`src/rtl/dbs_pkg.sv`:
```
package dbs_pkg;
  localparam int DAL_W = 16;

  typedef enum logic [1:0] {
    ST_IDLE = 2'd0,
    ST_ADDR = 2'd1,
    ST_DATA = 2'd2,
    ST_END  = 2'd3
  } dbs_state_e;

  typedef struct packed {
    logic as_mode;
    logic byte_pin;
    logic swap;
  } dbs_cfg_t;

  // {mask1, mask0}: 00 word, 01 upper (odd) byte, 10 lower (even) byte
  function automatic logic [1:0] lane_mask(input logic is_byte, input logic a0);
    if (!is_byte) return 2'b00;
    return a0 ? 2'b01 : 2'b10;
  endfunction

  function automatic logic misaligned_word(input logic byte_pin, input logic is_byte,
                                           input logic a0);
    return byte_pin & ~is_byte & a0;
  endfunction

  function automatic logic [DAL_W-1:0] swap_bytes(input logic [DAL_W-1:0] w);
    return {w[DAL_W/2-1:0], w[DAL_W-1:DAL_W/2]};
  endfunction
endpackage

```
`src/rtl/dbs_seq.sv`:
```
module dbs_seq
  import dbs_pkg::*;
#(
  parameter int DATA_CYCLES = 2
) (
  input  logic       clk,
  input  logic       rst_n,
  input  logic       start,
  output dbs_state_e state,
  output logic       ph_addr,
  output logic       ph_data,
  output logic       ph_end
);
  logic data_last;

  generate
    if (DATA_CYCLES > 1) begin : g_wait
      localparam int CW = $clog2(DATA_CYCLES);
      logic [CW-1:0] cnt;
      always_ff @(posedge clk or negedge rst_n) begin
        if (!rst_n)                cnt <= '0;
        else if (state != ST_DATA) cnt <= '0;
        else                       cnt <= cnt + 1'b1;
      end
      assign data_last = (cnt == CW'(DATA_CYCLES - 1));
    end else begin : g_nowait
      assign data_last = 1'b1;
    end
  endgenerate

  always_ff @(posedge clk or negedge rst_n) begin
    if (!rst_n) state <= ST_IDLE;
    else begin
      case (state)
        ST_IDLE: if (start) state <= ST_ADDR;
        ST_ADDR: state <= ST_DATA;
        ST_DATA: if (data_last) state <= ST_END;
        default: state <= ST_IDLE;
      endcase
    end
  end

  assign ph_addr = (state == ST_ADDR);
  assign ph_data = (state == ST_DATA);
  assign ph_end  = (state == ST_END);
endmodule

```
`src/rtl/dbs_chain.sv`:
```
module dbs_chain (
  input  logic hold_ack,
  input  logic busy,
  input  logic want,
  output logic hold_req,
  output logic busak_n
);
  assign hold_req = busy | want;
  assign busak_n  = ~(hold_ack & ~hold_req);
endmodule

```
`src/rtl/dbs_pins.sv`:
```
module dbs_pins
  import dbs_pkg::*;
#(
  parameter int ADDR_W = 24,
  localparam int HI_W  = ADDR_W - DAL_W
) (
  input  logic              ph_addr,
  input  logic              ph_data,
  input  logic              ph_end,
  input  dbs_cfg_t          cfg,
  input  logic [ADDR_W-1:0] addr,
  input  logic              is_byte,
  input  logic              is_fifo,
  input  logic [DAL_W-1:0]  wdata,
  input  logic              busak_n,
  output logic [DAL_W-1:0]  dal_out,
  output logic              dal_oe,
  output logic [HI_W-1:0]   addr_hi,
  output logic              addr_hi_oe,
  output logic              strobe,
  output logic              strobe_oe,
  output logic              sel0,
  output logic              sel0_oe,
  output logic              sel1,
  output logic              sel1_oe
);
  logic       master;
  logic [1:0] mask;

  assign master = ph_addr | ph_data | ph_end;
  assign mask   = lane_mask(is_byte, addr[0]);

  always_comb begin
    dal_out = '0;
    if (ph_addr)      dal_out = addr[DAL_W-1:0];
    else if (ph_data) dal_out = (cfg.swap & is_fifo) ? swap_bytes(wdata) : wdata;
  end

  assign dal_oe     = ph_addr | ph_data;
  assign addr_hi    = master ? addr[ADDR_W-1:DAL_W] : '0;
  assign addr_hi_oe = master;
  assign strobe     = master & (cfg.as_mode ? ~ph_addr : ph_addr);
  assign strobe_oe  = master;
  assign sel0       = master & (cfg.byte_pin ? is_byte : mask[0]);
  assign sel0_oe    = master;
  assign sel1       = cfg.byte_pin ? busak_n : (master & mask[1]);
  assign sel1_oe    = cfg.byte_pin | master;
endmodule

```
`src/rtl/dma_bus_strobe.sv`:
```
module dma_bus_strobe
  import dbs_pkg::*;
#(
  parameter int ADDR_W      = 24,
  parameter int DATA_CYCLES = 2,
  localparam int HI_W       = ADDR_W - DAL_W
) (
  input  logic              clk,
  input  logic              rst_n,
  input  logic              req_valid,
  input  logic [ADDR_W-1:0] req_addr,
  input  logic              req_byte,
  input  logic              req_fifo,
  input  logic [DAL_W-1:0]  req_wdata,
  input  logic              cfg_as_mode,
  input  logic              cfg_byte_pin,
  input  logic              cfg_swap,
  input  logic              hold_ack,
  output logic              hold_req,
  output logic              busak_n,
  output logic [DAL_W-1:0]  dal_out,
  output logic              dal_oe,
  output logic [HI_W-1:0]   addr_hi,
  output logic              addr_hi_oe,
  output logic              strobe,
  output logic              strobe_oe,
  output logic              sel0,
  output logic              sel0_oe,
  output logic              sel1,
  output logic              sel1_oe,
  output logic              xfer_done,
  output logic              xfer_err
);
  dbs_state_e        state;
  logic              ph_addr, ph_data, ph_end, idle;
  logic              refused, start;
  dbs_cfg_t          cfg_live, cfg_q, cfg_eff;
  logic [ADDR_W-1:0] addr_q;
  logic              byte_q, fifo_q;
  logic [DAL_W-1:0]  wdata_q;

  assign cfg_live = '{as_mode: cfg_as_mode, byte_pin: cfg_byte_pin, swap: cfg_swap};
  assign idle     = (state == ST_IDLE);
  assign cfg_eff  = idle ? cfg_live : cfg_q;
  assign refused  = idle & req_valid & misaligned_word(cfg_live.byte_pin, req_byte, req_addr[0]);
  assign start    = idle & req_valid & ~refused & hold_ack;

  always_ff @(posedge clk or negedge rst_n) begin
    if (!rst_n) begin
      cfg_q   <= '0;
      addr_q  <= '0;
      byte_q  <= 1'b0;
      fifo_q  <= 1'b0;
      wdata_q <= '0;
    end else if (idle) begin
      cfg_q <= cfg_live;
      if (start) begin
        addr_q  <= req_addr;
        byte_q  <= req_byte;
        fifo_q  <= req_fifo;
        wdata_q <= req_wdata;
      end
    end
  end

  dbs_seq #(.DATA_CYCLES(DATA_CYCLES)) u_seq (
    .clk(clk), .rst_n(rst_n), .start(start), .state(state),
    .ph_addr(ph_addr), .ph_data(ph_data), .ph_end(ph_end)
  );

  dbs_chain u_chain (
    .hold_ack(hold_ack), .busy(~idle), .want(req_valid & ~refused),
    .hold_req(hold_req), .busak_n(busak_n)
  );

  dbs_pins #(.ADDR_W(ADDR_W)) u_pins (
    .ph_addr(ph_addr), .ph_data(ph_data), .ph_end(ph_end), .cfg(cfg_eff),
    .addr(addr_q), .is_byte(byte_q), .is_fifo(fifo_q), .wdata(wdata_q),
    .busak_n(busak_n),
    .dal_out(dal_out), .dal_oe(dal_oe), .addr_hi(addr_hi), .addr_hi_oe(addr_hi_oe),
    .strobe(strobe), .strobe_oe(strobe_oe), .sel0(sel0), .sel0_oe(sel0_oe),
    .sel1(sel1), .sel1_oe(sel1_oe)
  );

  assign xfer_done = ph_end;
  assign xfer_err  = refused;
endmodule

```
`config.mk`:
```
export PLATFORM = sky130hd
export DESIGN_NAME = dma_bus_strobe
export DESIGN_NICKNAME = d
export VERILOG_FILES = /design/src/rtl/dbs_pkg.sv /design/src/rtl/dbs_seq.sv /design/src/rtl/dbs_chain.sv /design/src/rtl/dbs_pins.sv /design/src/rtl/dma_bus_strobe.sv
export SDC_FILE = /design/constraint.sdc
export NUM_CORES = 1
export LEC_CHECK = 0
export CAP_MARGIN = 20
export CORE_MARGIN = 3
export CORE_UTILIZATION = 35
export CTS_CLUSTER_DIAMETER = 40
export DETAILED_ROUTE_END_ITERATION = 10
export DONT_BUFFER_PORTS = 1
export SYNTH_ARGS = -nofsm -noshare
export SYNTH_HDL_FRONTEND = slang
export SYNTH_SLANG_ARGS = --single-unit
```
`constraint.sdc`:
```
create_clock -name clk -period 3.85 [get_ports clk]
set_clock_uncertainty 0.2 [all_clocks]
set_input_delay 0 -clock clk [delete_from_list [all_inputs] [get_ports clk]]
set_output_delay 0 -clock clk [all_outputs]
set_load 0.03 [all_outputs]
```
==> impl_metrics.ini, run 1 <==
[outcome]
outcome = complete, no violations

[synthesis]
synth_seq_cells = 48
yosysWarnings = 0
avgSynthCellArea_um2 = 11.4
synth_cell_type_count = 33
seq_area_frac_synth_pct = 47.5
syn_inst = 222
synth_area_um2 = 2530
syn-num-nets = 276

[cts]
cts_max_path_buffers = 2
post_cts_buffers = 0
clock_latency_ns = 0.29
cts_tree = done
clk_pin_slew_ns = 0.09
ctsHoldBuffers = 51
cts.sink_count = 48
cts_resized = 0
clockRootBuffer = clkbuf_8
cts_buffers = 5
htree_levels = 2

[global_routing]
grt_pass1_vias = 1891
antenna_found_initial = 0
grt_usage_pct = 14.6
grt_max_degree = 49
grt_overflow = 0
grt_pass1_wl_um = 9850

[drt]
drtPass1Iterations = 4
routed_wirelength_um = 6000
route.detailed.drc = 0
vias = 1845
wl_per_cell_um = 16.6
via_per_inst = 5.10
ant_nets = 0
drt_iter0_markers = 73

[placed_design]
place_congestion = 0.794
hpwl_um = 4040
placement.io_buffers = 0

[critical_path]
crit_type = reg -> reg
max_stage_delay_ns = 0.62
critPathLaunchType = flop
crit_arrival_ns = 2.96
cp.required_ns = 3.83
end_kind = flop
crit_chain = inv_1, ha_1, nand3_1, dlygate4sd3_1, o211ai_1, o211ai_1, dlygate4sd3_1
slowest_stage = dlygate4sd3_1
crit_fanout = 12

[timing]
rsz0062_at_grt = false
tns_ns = 0
max_freq_mhz = 335
finalCritPeriodShare_pct = 77.5
finalCriticalPeriod_ns = 2.98
holdWs_ns = 0.000460
worstMarginPinSlew_ns = 0.809
setup_viol = 0
max_slew_margin_pct = 46.0
finalHoldViolations = 0
slew_viol_final = 0

[final_layout]
area_growth_pct = 26.5
antenna_cells = 0
final_layout_size_suffix_gt1_share_pct = 24.4
nets = 319

[floorplanning]
dieArea_um2 = 8280
dieWidth_um = 91.0
die_h_um = 91.0
rows = 30
ios = 85
coreArea_um2 = 6910
initial_core_util_pct = 36.6

[pwr]
p_leak_nw = 1.31
ir_drop_mv = 0.269
p_per_area_nw_per_um2 = 847

[min_path]
min_path_type = in -> async

[flow_run]
cap_viol_max_count = 0
-- logic make-up after synthesis --
logic type | after synthesis | share of synthesized area (%)
AOI/OAI and AO/OA | 26 | 9.79
adders and majority gates | 5 | 2.47
buffers and inverters | 23 | 5.09
DFF | 48 | 47.5
muxes | 44 | 19.7
and+or+nand+nor | 76 | 15.4
-- cell usage after synthesis (all sizes together) --
| cell | n | area share [%] |
|---|---|---|
| dfrtp | 48 | 47 |
| mux2 | 44 | 20 |
| nand2 | 36 | 5.3 |
| o211ai | 18 | 7.3 |
| nand4 | 16 | 4.0 |
| buf | 12 | 3.5 |
| nor2b | 10 | 2.5 |
| clkbuf | 6 | 0.89 |
| ha | 5 | 2.5 |
| inv | 5 | 0.74 |
| nor2 | 3 | 0.74 |
| and3 | 2 | 0.49 |
| nand2b | 2 | 0.49 |
| nand3 | 2 | 0.40 |
| a211oi | 1 | 0.30 |
| a21oi | 1 | 0.20 |
| a221o | 1 | 0.40 |
| a31oi | 1 | 0.25 |
| a41oi | 1 | 0.35 |
| and2 | 1 | 0.35 |
| and3b | 1 | 0.35 |
| nand3b | 1 | 0.30 |
| nor3b | 1 | 0.30 |
| o211a | 1 | 0.40 |
| o22a | 1 | 0.35 |
| o22ai | 1 | 0.25 |
| or2 | 1 | 0.25 |
-- state kept, by name (all words and copies together), names as in the netlist --
| register | flops |
|---|---|
| wdata_q | 16 |
| u_seq.state | 2 |
| fifo_q | 1 |
| addr_q | 24 |
| byte_q | 1 |
| u_seq.data_last | 1 |
| cfg_q | 3 |
-- final timing paths --
path	startpoint	to	slack [ns]	cells after the start
max in group asynchronous	rst_n	wdata_q[8]	3.23	2
max	u_seq.state[0]	u_seq.state[1]	0.87	7
min	rst_n	wdata_q[6]	0.0005	2
min in group clk	req_valid	addr_q[23]	0.02	3
max reg2reg	u_seq.state[0]	u_seq.state[1]	0.87	7
min reg2reg	addr_q[7]	addr_q[7]	0.31	1
-- worst max-delay path, delay by kind of cell (launching register included) --
| family | cells | cell delay (ns) |
|---|---|---|
| adder cells (fa/ha/maj) | 1 | 0.42 |
| buffers and inverters | 3 | 1.33 |
| AO/OA/AOI/OAI | 2 | 0.27 |
| AND/OR/NAND/NOR | 1 | 0.24 |
| flip-flops | 1 | 0.41 |
-- metrics by stage --
| stage | util (%) | cells | worst slack (ns) | area [um2] | power, mW |
|---|---|---|---|---|---|
| finish | 46.3 | 362 | 0.866 | 3200 | 2.71 |
| global route | 46.3 | 362 | 0.708 | 3200 | 2.90 |
| CTS | 46.3 | 362 | 0.882 | 3200 | 2.74 |
| detailed placement | 37.3 | 303 | 1.32 | 2580 | 2.34 |
| global placement | 37.3 | 303 | 1.35 | 2580 | 2.31 |
| floorplan | - | 222 | 1.60 | 2530 | 2.15 |
-- area by class of cell --
type                    count  area [um2]
inverters                   5        18.8
multi-input cells         151        1200
fillers                   697        3710
well taps                  96         120
clock buffers               7        86.3
repair buffers             54         563
flip-flops and latches     48        1200
clock inverters             1        7.51
-- power breakdown --
| group | switching (mW) | internal (mW) |
|---|---|---|
| clock | 0.166 | 0.146 |
| combinational | 0.949 | 0.493 |
| sequential | 0.194 | 0.760 |
-- routing by layer --
| layer | vias to the layer above | GRT usage (%) | wire length, um |
|---|---|---|---|
| met2 | 45 | 23.2 | 2970 |
| met5 | - | 0 | 0 |
| met3 | 2 | 4.72 | 298 |
| met4 | 0 | 3.52 | 37 |
| met1 | 925 | 19.4 | 2690 |
| li1 | 873 | - | - |
-- layout by cell type (no fill, tap or decap), types with 4 or more instances in the layout --
master	synthesis	layout
nand2_1	36	36
clkbuf_8	0	6
dfrtp_1	48	48
dlygate4sd3_1	0	50
nor2b_1	10	9
o211ai_1	8	8
ha_1	5	5
inv_1	5	5
mux2_1	4	4
o211ai_2	10	10
mux2_2	39	39
nand4_1	16	16
Power figures use the tool's default switching activity.
==> run 2, diff against run 1 <==
--- a/config.mk
+++ b/config.mk
@@ -5,6 +5,7 @@
 export SDC_FILE = /design/constraint.sdc
 export NUM_CORES = 1
 export LEC_CHECK = 0
+export ABC_AREA = 1
 export CAP_MARGIN = 20
 export CORE_MARGIN = 3
 export CORE_UTILIZATION = 35
==> constraint.sdc (replaced) <==
create_clock -name clk -period 2.55 [get_ports clk]
set_clock_uncertainty 0.2 [all_clocks]
set_input_delay 0 -clock clk [delete_from_list [all_inputs] [get_ports clk]]
set_output_delay 0 -clock clk [all_outputs]
set_load 0.03 [all_outputs]
==> impl_metrics.ini, run 2 <==
[timing]
tns_ns = 0
finalCriticalPeriod_ns = 2.35
max_freq_mhz = 426
setup_viol = 0
rsz0062_at_grt = false
worstMarginPinSlew_ns = 0.571
finalHoldViolations = 0
slew_viol_final = 0
max_slew_margin_pct = 61.8
finalCritPeriodShare_pct = 92.0

[floorplanning]
dieWidth_um = 91.2
die_h_um = 91.2
coreArea_um2 = 6910
dieArea_um2 = 8310
ios = 85
initial_core_util_pct = 36.8
rows = 30

[final_layout]
fin_cells = 492
antenna_cells = 0
registers.top_by_ff_count = addr_q
final_layout_size_suffix_gt1_share_pct = 7.58
mostFrequentLayoutCells = nand2_1, dlygate4sd3_1, nand3_1, dfrtp_1, nor2_1
area_growth_pct = 32.9
largest_registers = addr_q x24, wdata_q x16, cfg_q x3
final_common_cell = nand2_1
largest_register_ffs = 24
nets = 449

[pwr]
seq_power_share_pct = 30.2
p_leak_nw = 1.69
ir_drop_mv = 0.526
p_sw_mw = 2.19
netSwitchingFraction_pct = 52.2
p_per_area_nw_per_um2 = 1240
comb_power_share_pct = 57.0
clock_power_share_pct = 12.8
p_total_mw = 4.20
p_int_mw = 2.01

[critical_path]
crit_fanout = 18
crit_type = reg -> out
cp.required_ns = 2.35
cp_top_family = simple AND/OR/NAND/NOR gates
slowest_stage = dfrtp_1
max_stage_delay_ns = 0.40
crit_chain = inv_1, ha_1, buf_4, inv_2, nand2_1, nand2_4, nand2_4, nand2_1, nand3_1, nand2_1
crit_arrival_ns = 2.15
critPathLaunchType = flop
crit_buf_inv = 3
worst_path_most_repeated_cell = nand2_1
end_kind = primary output

[placed_design]
place_congestion = 0.838
placement.io_buffers = 0
hpwl_um = 4670
place_inst = 420

[global_routing]
grt_usage_pct = 16.3
grt_max_degree = 49
antenna_found_initial = 0
grt_overflow = 0
grt_pass1_wl_um = 11000
grt_pass1_vias = 2211

[min_path]
min_path_type = in -> async

[synthesis]
synth_seq_cells = 48
yosysWarnings = 0
synth_cell_type_count = 20
ys.flop_type = dfrtp_1
syn-num-nets = 390
yosysTopAreaCellShare_pct = 47.3
avgSynthCellArea_um2 = 7.56
synth_common_cells = nand2_1, nand3_1, dfrtp_1
seq_area_frac_synth_pct = 47.3
synth_edf_count = 0
syn_inst = 336
synthTopCellsByArea = dfrtp_1, nand2_1, nand3_1
synth_largest_area_cell = dfrtp_1
synth_area_um2 = 2540
post-synth-top-count-cell = nand2_1
async_flop_share_pct = 100

[drt]
routed_wirelength_um = 6580
drtPass1Iterations = 4
route.detailed.drc = 0
drt_iter0_markers = 266
ant_nets = 0
via_per_inst = 4.72
vias = 2324
wl_per_cell_um = 13.4

[outcome]
outcome = complete, no violations

[cts]
clock_latency_ns = 0.30
htree_levels = 2
cts_buffers = 5
clk_pin_slew_ns = 0.08
clockRootBuffer = clkbuf_8
cts_max_path_buffers = 2
cts_tree = done
cts.sink_count = 48

[flow_run]
cap_viol_max_count = 0
==> run 2: power by group through the flow <==
stage	Combinational, mW	Sequential (mW)	Clock [mW]
finish	2.39	1.27	0.538
global route	2.64	1.31	0.588
CTS	2.38	1.27	0.563
detailed placement	2.27	1.28	0
global placement	2.25	1.27	0
floorplan	1.97	1.24	0
==> run 2: worst paths after layout <==
kind	start	to	slack, ns	cells past startpoint
worst max-delay path	u_seq.state[0]	dal_out[11]	0.20	10
worst min-delay path	rst_n	wdata_q[0]	0.003	2
worst max register to register	u_seq.state[0]	wdata_q[3]	0.36	8
worst min register to register	addr_q[15]	addr_q[15]	0.28	2
max in group asynchronous	rst_n	cfg_q[0]	1.94	2
min in group clk	req_valid	xfer_err	0.02	2
==> run 2: metal layers <==
metal | share of wire (%) | global-route usage (%) | vias up | wire, um
li1 | - | - | 1159 | -
met3 | 6.0 | 4.06 | 6 | 393
met5 | 0 | 0 | - | 0
met4 | 1.2 | 4.15 | 0 | 78
met2 | 47 | 25.4 | 68 | 3120
met1 | 45 | 22.7 | 1091 | 2990
==> run 2: logic make-up after synthesis <==
| family | Yosys count | share of synthesized area, % |
|---|---|---|
| AOI/OAI and AO/OA | 29 | 6.36 |
| adders and majority gates | 5 | 2.46 |
| buffers and inverters | 57 | 10.7 |
| and+or+nand+nor | 197 | 33.2 |
| DFF | 48 | 47.3 |
==> run 2: final cells by class <==
type                       instances  area, um2
clock buffer                       6       72.6
clock inverter                     2       35.0
fill                             713       3530
inverter                          36        135
multi-input combinational        231       1080
sequential                        48       1200
tap                               96        120
timing repair buffer              73        726
==> run 2: per-stage QoR <==
step                      hold WS [ns]  area [um2]  utilization (%)  setup slack [ns]
after floorplan                 -0.496        2540                -             0.678
after global placement          -0.494        2590             37.5             0.386
after detailed placement        -0.494        2590             37.5             0.368
after CTS                       0.0130        3360             48.6            0.0218
after global routing            0.0183        3370             48.8            0.0574
final                          0.00321        3370             48.8             0.205
==> run 2: worst register-to-register path: cells and delay by family, from the launching register on <==
family | cells | cell delay (ns)
AOI/OAI and AO/OA | 1 | 0.05
and+or+nand+nor | 4 | 0.73
adders and majority gates | 1 | 0.22
DFF | 1 | 0.42
buffers and inverters | 2 | 0.44
==> run 2: repair_timing <==
item / in CTS / in global routing
setup endpoints to repair: 0 / 16
hold endpoints to repair: 93 / 0
setup buffers: 0 / 0
gates resized for setup: 0 / 5
hold buffers: 64 / 0
==> run 3, diff against run 2 <==
--- a/config.mk
+++ b/config.mk
@@ -12,6 +12,7 @@
 export CTS_CLUSTER_DIAMETER = 40
 export DETAILED_ROUTE_END_ITERATION = 10
 export DONT_BUFFER_PORTS = 1
+export REMOVE_ABC_BUFFERS = 1
 export SYNTH_ARGS = -nofsm -noshare
 export SYNTH_HDL_FRONTEND = slang
 export SYNTH_SLANG_ARGS = --single-unit
==> impl_metrics.ini, run 3 (synthesized netlist as in run 2, its figures left out) <==
[outcome]
outcome = complete, no violations

[min_path]
min_path_type = in -> async

[cts]
cts_buffers = 5
htree_levels = 2
clockRootBuffer = clkbuf_8
cts.sink_count = 48
clk_pin_slew_ns = 0.09
cts_tree = done
clock_latency_ns = 0.30
cts_max_path_buffers = 2

[flow_run]
cap_viol_max_count = 0

[drt]
ant_nets = 0
route.detailed.drc = 0
routed_wirelength_um = 6830
via_per_inst = 4.76
drt_iter0_markers = 116
drtPass1Iterations = 4
vias = 2411
wl_per_cell_um = 13.5

[final_layout]
largest_registers = addr_q x24, wdata_q x16, cfg_q x3
registers.top_by_ff_count = addr_q
antenna_cells = 0
final_layout_size_suffix_gt1_share_pct = 10.5
final_common_cell = nand2_1
largest_register_ffs = 24
area_growth_pct = 37.1
postLayoutCellArea_um2 = 3480
mostFrequentLayoutCells = nand2_1, dlygate4sd3_1, nand3_1, dfrtp_1, nor2_1
nets = 466
fin_cells = 507
fillerInstances = 703

[timing]
finalCritPeriodShare_pct = 93.2
rsz0062_at_grt = false
worstMarginPinSlew_ns = 0.598
finalCriticalPeriod_ns = 2.38
holdWs_ns = 0.0150
slew_viol_final = 0
tns_ns = 0
finalHoldViolations = 0
max_slew_margin_pct = 60.0
max_freq_mhz = 421
setup_viol = 0

[critical_path]
cp.required_ns = 2.35
crit_fanout = 11
crit_chain = inv_1, ha_1, buf_4, inv_2, nand2_1, nand2_2, buf_4, nand3_1, nand3_1, nand2_1, buf_4
critPathLaunchType = flop
slowest_stage = dfrtp_1
crit_arrival_ns = 2.18
end_kind = primary output
crit_type = reg -> out
max_stage_delay_ns = 0.40
worst_path_most_repeated_cell = buf_4
crit_buf_inv = 5
cp_top_family = buffers and inverters

[floorplanning]
dieArea_um2 = 8310
die_h_um = 91.2
initial_core_util_pct = 36.8
dieWidth_um = 91.2
ios = 85
rows = 30
coreArea_um2 = 6910

[global_routing]
grt_max_degree = 49
use_met1_pct = 22.6
antenna_found_initial = 0
grt_overflow = 0
grt_pass1_vias = 2340
met3_usage_pct = 3.48
grt_usage_pct = 17.3
grtUsageMet2_pct = 28.5
grt_pass1_wl_um = 11500
grt.busiest_layer = met2

[pwr]
comb_power_share_pct = 59.4
p_leak_nw = 1.78
p_int_mw = 2.21
clock_power_share_pct = 12.1
p_sw_mw = 2.21
p_total_mw = 4.42
netSwitchingFraction_pct = 50.1
p_per_area_nw_per_um2 = 1270
ir_drop_mv = 0.892
seq_power_share_pct = 28.5

[placed_design]
placed_area_um2 = 2720
hpwl_um = 4420
place_inst = 437
place_congestion = 0.787
placement.io_buffers = 0
-- run 3: cell count changes in the layout (fill, tap and decap cells not counted) --
cell,change
nand2_4,-1
buf_4,+17
clkbuf_1,-1
nand2_2,-2
clkinv_2,-1
nand2_1,+3
-- run 3: metal layers --
metal  wire [um]  part of all wire (%)
met1        3020                    44
met2        3380                    49
met3         316                   4.6
met4         120                   1.8
met5           0                     0
-- run 3: stage by stage --
stage | util [%] | setup WS (ns)
2_1_floorplan | - | 0.159
3_3_place_gp | 39.3 | 0.533
3_5_place_dp | 39.3 | 0.469
4_1_cts | 50.3 | 0.133
5_1_grt | 50.4 | 0.0333
6_report | 50.4 | 0.174
-- run 3: cell type report --
class | count | area, um2 | area share, %
clock inverter | 1 | 30.0 | 0.863
inverter | 36 | 135 | 3.88
multi-input combinational | 231 | 1070 | 30.8
tap | 96 | 120 | 3.45
timing repair buffer | 90 | 853 | 24.5
sequential | 48 | 1200 | 34.5
clock buffer | 5 | 68.8 | 1.98
-- run 3: power by group through the flow --
stage / Clock [mW] / Sequential [mW] / Combinational (mW)
2_1_floorplan: 0 / 1.26 / 1.82
3_3_place_gp: 0 / 1.26 / 2.47
3_5_place_dp: 0 / 1.27 / 2.51
4_1_cts: 0.550 / 1.26 / 2.63
5_1_grt: 0.575 / 1.30 / 2.88
6_report: 0.533 / 1.26 / 2.63
-- run 3: worst reg2reg max path, stage by stage (launching register included) --
cell and delay, ns:
dfrtp_1 0.42, inv_1 0.13, ha_1 0.23, nand2_4 0.09, nor2_8 0.24, nand3_1 0.12, dlygate4sd3_1 0.58, nand2_1 0.07
-- run 3: path summary, 6_finish.rpt --
check	startpoint	to	slack (ns)	depth (start not counted)
max	u_seq.state[0]	dal_out[12]	0.17	11
min	rst_n	u_seq.data_last	0.02	2
max reg2reg	u_seq.state[0]	addr_q[11]	0.43	7
min reg2reg	addr_q[9]	addr_q[9]	0.28	2
max in group asynchronous	rst_n	wdata_q[10]	1.92	2
min in group clk	req_valid	xfer_err	0.03	2
-- run 3: what timing repair did --
action	CTS	global route
hold buffers	64	0
endpoints found under the hold margin	93	0
gates resized for setup	0	1
setup buffers	0	0
setup endpoints to repair	0	16
